`config.mk`:
```
export PLATFORM = sky130hd
export DESIGN_NAME = intr_ctrl
export DESIGN_NICKNAME = d
export VERILOG_FILES = /design/src/rtl/intc_pkg.sv /design/src/rtl/intc_src_latch.sv /design/src/rtl/intc_pick.sv /design/src/rtl/intc_enc.sv /design/src/rtl/intr_ctrl.sv
export SDC_FILE = /design/constraint.sdc
export NUM_CORES = 1
export LEC_CHECK = 0
export BUFFER_PORTS_ARGS = -buffer_cell sky130_fd_sc_hd__buf_2
export CAP_MARGIN = 30
export CORE_MARGIN = 4
export CORE_UTILIZATION = 57
export CTS_CLUSTER_SIZE = 10
export DETAILED_ROUTE_END_ITERATION = 10
export PLACE_DENSITY = 0.89
export SLEW_MARGIN = 20
export SYNTH_ARGS = -nofsm -noshare
export SYNTH_HDL_FRONTEND = slang
export SYNTH_SLANG_ARGS = --single-unit
export TNS_END_PERCENT = 10
```
`constraint.sdc`:
```
create_clock -name clk_i -period 3.2 [get_ports clk_i]
set_clock_uncertainty 0.1 [all_clocks]
set_input_delay 0.16 -clock clk_i [delete_from_list [all_inputs] [get_ports clk_i]]
set_output_delay 0.16 -clock clk_i [all_outputs]
set_load 0.01 [all_outputs]
```
`src/rtl/intc_pkg.sv`:
```
package intc_pkg;
  localparam int unsigned REG_AW = 3;

  typedef enum logic [REG_AW-1:0] {
    RA_SRC_PEND = 3'd0,
    RA_MASK     = 3'd1,
    RA_MODE     = 3'd2,
    RA_INT_PEND = 3'd3,
    RA_OFFSET   = 3'd4
  } reg_addr_e;
endpackage

```
`src/rtl/intc_src_latch.sv`:
```
module intc_src_latch #(
  parameter int unsigned N   = 32,
  parameter logic [N-1:0] RSV = '0
) (
  input  logic         clk_i,
  input  logic         rst_ni,
  input  logic [N-1:0] req_i,
  input  logic [N-1:0] clr_i,
  output logic [N-1:0] pend_o
);
  logic [N-1:0] pend_q;
  logic [N-1:0] live;

  assign live = req_i & ~RSV;

  // set dominates clear
  always_ff @(posedge clk_i or negedge rst_ni) begin
    if (!rst_ni) pend_q <= '0;
    else         pend_q <= (pend_q & ~clr_i) | live;
  end

  assign pend_o = pend_q;

  p_req_wins_r3: assert property (@(posedge clk_i) disable iff (!rst_ni)
    (|live) |=> ((pend_q & $past(live)) == $past(live)));

  p_w1c_clear_r3: assert property (@(posedge clk_i) disable iff (!rst_ni)
    (|(clr_i & ~req_i)) |=> ((pend_q & $past(clr_i & ~req_i)) == '0));
endmodule

```
`src/rtl/intc_pick.sv`:
```
module intc_pick #(
  parameter int unsigned N = 32
) (
  input  logic [N-1:0] cand_i,
  output logic [N-1:0] grant_o
);
  logic [N:0] seen;
  assign seen[0] = 1'b0;

  for (genvar i = 0; i < N; i++) begin : g_bit
    assign grant_o[i]  = cand_i[i] & ~seen[i];
    assign seen[i+1]   = seen[i] | cand_i[i];
  end
endmodule

```
`src/rtl/intc_enc.sv`:
```
module intc_enc #(
  parameter int unsigned N  = 32,
  parameter int unsigned IW = $clog2(N)
) (
  input  logic [N-1:0]  onehot_i,
  output logic [IW-1:0] idx_o
);
  always_comb begin
    idx_o = '0;
    for (int i = 0; i < N; i++) begin
      if (onehot_i[i]) idx_o = idx_o | IW'(i);
    end
  end
endmodule

```
`src/rtl/intr_ctrl.sv`:
```
module intr_ctrl
  import intc_pkg::*;
#(
  parameter int unsigned       N_SRC   = 32,
  parameter logic [N_SRC-1:0]  RSV_MAP = 32'h0100_0040
) (
  input  logic              clk_i,
  input  logic              rst_ni,
  input  logic [N_SRC-1:0]  req_i,
  input  logic              wr_en_i,
  input  logic [REG_AW-1:0] addr_i,
  input  logic [N_SRC-1:0]  wdata_i,
  output logic [N_SRC-1:0]  rdata_o,
  output logic              irq_o,
  output logic              fiq_o
);
  localparam int unsigned IDX_W = $clog2(N_SRC);

  logic [N_SRC-1:0] src_pend, mask_q, mode_q, ipend_q;
  logic [N_SRC-1:0] src_clr, cand, grant, mode_pick;
  logic [IDX_W-1:0] offset;
  logic             wr_src, wr_mask, wr_mode, wr_ipend;

  assign wr_src   = wr_en_i && (addr_i == RA_SRC_PEND);
  assign wr_mask  = wr_en_i && (addr_i == RA_MASK);
  assign wr_mode  = wr_en_i && (addr_i == RA_MODE);
  assign wr_ipend = wr_en_i && (addr_i == RA_INT_PEND);
  assign src_clr  = wr_src ? wdata_i : '0;

  intc_src_latch #(.N(N_SRC), .RSV(RSV_MAP)) u_latch (
    .clk_i  (clk_i),
    .rst_ni (rst_ni),
    .req_i  (req_i),
    .clr_i  (src_clr),
    .pend_o (src_pend)
  );

  // keep only the lowest set bit on mode writes
  intc_pick #(.N(N_SRC)) u_mode_pick (
    .cand_i  (wdata_i),
    .grant_o (mode_pick)
  );

  assign cand = src_pend & ~mask_q & ~mode_q;

  intc_pick #(.N(N_SRC)) u_irq_pick (
    .cand_i  (cand),
    .grant_o (grant)
  );

  always_ff @(posedge clk_i or negedge rst_ni) begin
    if (!rst_ni) begin
      mask_q <= '1;
      mode_q <= '0;
    end else begin
      if (wr_mask) mask_q <= wdata_i;
      if (wr_mode) mode_q <= mode_pick;
    end
  end

  always_ff @(posedge clk_i or negedge rst_ni) begin
    if (!rst_ni)                ipend_q <= '0;
    else if (ipend_q == '0)     ipend_q <= grant;
    else if (wr_ipend)          ipend_q <= ipend_q & ~wdata_i;
  end

  intc_enc #(.N(N_SRC), .IW(IDX_W)) u_enc (
    .onehot_i (ipend_q),
    .idx_o    (offset)
  );

  assign irq_o = |ipend_q;
  assign fiq_o = |(src_pend & ~mask_q & mode_q);

  always_comb begin
    case (addr_i)
      RA_SRC_PEND: rdata_o = src_pend;
      RA_MASK:     rdata_o = mask_q;
      RA_MODE:     rdata_o = mode_q;
      RA_INT_PEND: rdata_o = ipend_q;
      RA_OFFSET:   rdata_o = {{(N_SRC-IDX_W){1'b0}}, offset};
      default:     rdata_o = '0;
    endcase
  end

  p_ipend_onehot_r5: assert property (@(posedge clk_i) disable iff (!rst_ni)
    $onehot0(ipend_q));

  p_ipend_hold_r5: assert property (@(posedge clk_i) disable iff (!rst_ni)
    (ipend_q != '0 && !wr_ipend) |=> $stable(ipend_q));

  p_load_unmasked_r4: assert property (@(posedge clk_i) disable iff (!rst_ni)
    $rose(irq_o) |-> ((ipend_q & $past(mask_q | mode_q)) == '0));

  p_mode_onehot_r8: assert property (@(posedge clk_i) disable iff (!rst_ni)
    $onehot0(mode_q));

  p_offset_match_r7: assert property (@(posedge clk_i) disable iff (!rst_ni)
    irq_o |-> ipend_q[offset]);
endmodule

```
==> run metrics <==
status=finished, final reports clean; flops & latches, synth=128; FP Rows=39; crit share post-route=96.8%; Max-slew headroom=51.0%; io pins=104; CP Max Fanout=12; Setup-failing EPs final=0; Tmin final=3.10 ns; Initial Util=58.7%; ys flop type=dfrtp_1; DPL Wire Length=14200 um; DRT antenna net count=0; Layout Nets=959; final instance area=9090 um^2; Critical Path AT=3.36 ns; Setup TNS Final=0 ns; CTS tree=built; Mapped Area=6730 um^2; power per cell area=563 nW/um^2; post-synthesis cell type count=44; ranking of synthesized cells by area=dfrtp_1 36%, dfstp_2 12%, nand2_1 7.3%, a22oi_1 6.5%, mux2_2 5.5%; Least-Margin Pin Slew=0.728 ns; number of vias per cell=7.01; Die H=117 um; CTS clk-pin slew, worst paths=0.05 ns; HP Class=in -> reg; Die Footprint=13600 um^2; gpl congestion=0.970; Post-synth EDFFs=0; Cells after Synth=683; Clock Sinks=128; final non-filler cell total=1045; placed insts=911; CORE AREA=11500 um^2; fmax=0.323 GHz; drt wl/cell=23.4 um; Pwr Total=5.12 mW; hold_sp=wdata_i[0]; htree depth=4; drt drc=0; CTS root buffer=clkbuf_16; largest net degree at the start of global routing=129; WP data required=3.47 ns; DRT Pass-1 Iters=7; ys async rst share=100%; Worst setup SP type=input pin; post-synthesis net count=753; post-place setup slack=0.251 ns; initial drt markers=1148; Synth Warn #=0; placed cell area=7430 um^2; P&R area growth vs syn=35.1%; Via Count=7328; number of global-route vias before repair=7316; Final Hold Viols=0; RR Startpoint=mask_q[12]; CP Launch Point=wdata_i[6]; layout filler cell count=628; Routed Wire Length=24500 um; first-pass GRT wire length=38600 um; Peak supply drop=0.000483 V; Slew Viols, Final=0; antenna cells=0; worst-skew pair later-pin latency=0.44 ns; register area share after synthesis=48.2%; critical path class=in -> reg; CTS Buffer Depth=2; RSZ-0062 raised after global routing=no; Total Routing Usage GR=37.1%; Util after Layout=79.3%; Die X=117 um; Pleak=3.76 nW; most area-hungry cell type in the Yosys netlist=dfrtp_1; TritonCTS buffer count=17; CP endpoint kind=flop; layout cells sized above 1=25.6%; final worst slack=0.101 ns; top cell type's share of synthesized area=35.7%; global route total overflow=0; initial antenna violation count=0; hold slack=0.0318 ns; Avg Cell Area, Syn=9.85 um^2; Port Buffers=101; MaxCap Viol Count=0
==> power breakdown <==
group          switching [mW]  total [mW]  internal, mW
combinational           0.519       0.955         0.435
clock                   0.697        2.12          1.42
sequential              0.195        2.05          1.85
==> path summary, 6_finish.rpt <==
path / to / slack, ns / cells past startpoint
setup / recovery: mode_q[28] / 0.10 / 7
min in group asynchronous: mode_q[28] / 0.27 / 3
hold / removal: mask_q[0] / 0.03 / 2
max in group asynchronous: u_latch.pend_o[28] / 2.23 / 3
setup reg to reg: ipend_q[30] / 0.23 / 5
hold reg to reg: ipend_q[0] / 0.45 / 1
==> sequential cells by signal, summed over array words and instances, names as in the netlist <==
register / count
mask_q: 32
u_latch.pend_o: 32
mode_q: 32
ipend_q: 32
==> cells in the mapped netlist, types with 6 or more instances <==
cell / number
or3b_2: 13
nand2b_1: 6
nor4_1: 20
nor3b_1: 23
a32o_1: 8
dfrtp_1: 96
clkbuf_1: 25
nand3b_1: 36
a21o_1: 30
nand4_1: 11
nand2_1: 131
nor2_1: 15
inv_1: 19
mux2_2: 33
nor3_1: 8
a22oi_1: 58
a22o_1: 18
o21ai_0: 35
nand3_1: 8
dfstp_2: 32
and2_1: 6
==> cells by family after synthesis <==
kind of cell           synth area share (%)
muxes                                  5.86
AOI/OAI and AO/OA                      19.1
DFF                                    48.2
and+or+nand+nor                        24.0
buffers and inverters                  2.86
==> timing repair <==
action                                  in CTS  in global routing
hold buffers                               102                  0
resized for setup                            0                  1
endpoints found under the hold margin      215                  0
setup buffers                                0                  0
endpoints found under the setup margin       0                  1
==> metal layers <==
metal / vias to the layer above / GRT usage, % / part of all wire, % / routed length [um]
met5: - / 0 / 0 / 0
met4: 0 / 21.8 / 6.7 / 1630
met3: 197 / 11.0 / 12 / 2980
met2: 702 / 58.8 / 46 / 11300
met1: 3464 / 44.9 / 35 / 8520
li1: 2965 / - / - / -
==> worst max-delay path, cell delays in order <==
cell and delay, ns:
dlygate4sd3_1 0.54, buf_2 0.17, or4_1 0.54, or3_1 0.40, or4_4 0.66, o41ai_1 0.28, dlygate4sd3_1 0.60
==> layout by cell type (no fill, tap or decap), types with 8 or more instances in the layout <==
cell and count:
nand4_1 11, a22oi_1 58, mux2_2 33, dfrtp_1 96, nand3_1 8, inv_1 19, nor4_1 19, o21ai_0 35
a22o_1 18, dfstp_2 32, a32o_1 8, buf_2 100, nor3b_1 21, or3b_2 13, dlygate4sd3_1 102, clkbuf_16 17
nor2_1 15, buf_4 14, nand3b_1 36, a21o_1 30, nand2_1 131
==> cell type report <==
| class | instances | area (um^2) | area share [%] |
|---|---|---|---|
| Clock buffer | 26 | 479 | 5.27 |
| Clock inverter | 6 | 155 | 1.71 |
| Inverter | 19 | 71.3 | 0.785 |
| Multi-Input combinational cell | 506 | 3310 | 36.5 |
| Sequential cell | 128 | 3240 | 35.7 |
| Tap cell | 143 | 179 | 1.97 |
| Timing Repair Buffer | 217 | 1650 | 18.1 |
No activity file was read; power rests on OpenSTA's default activity.
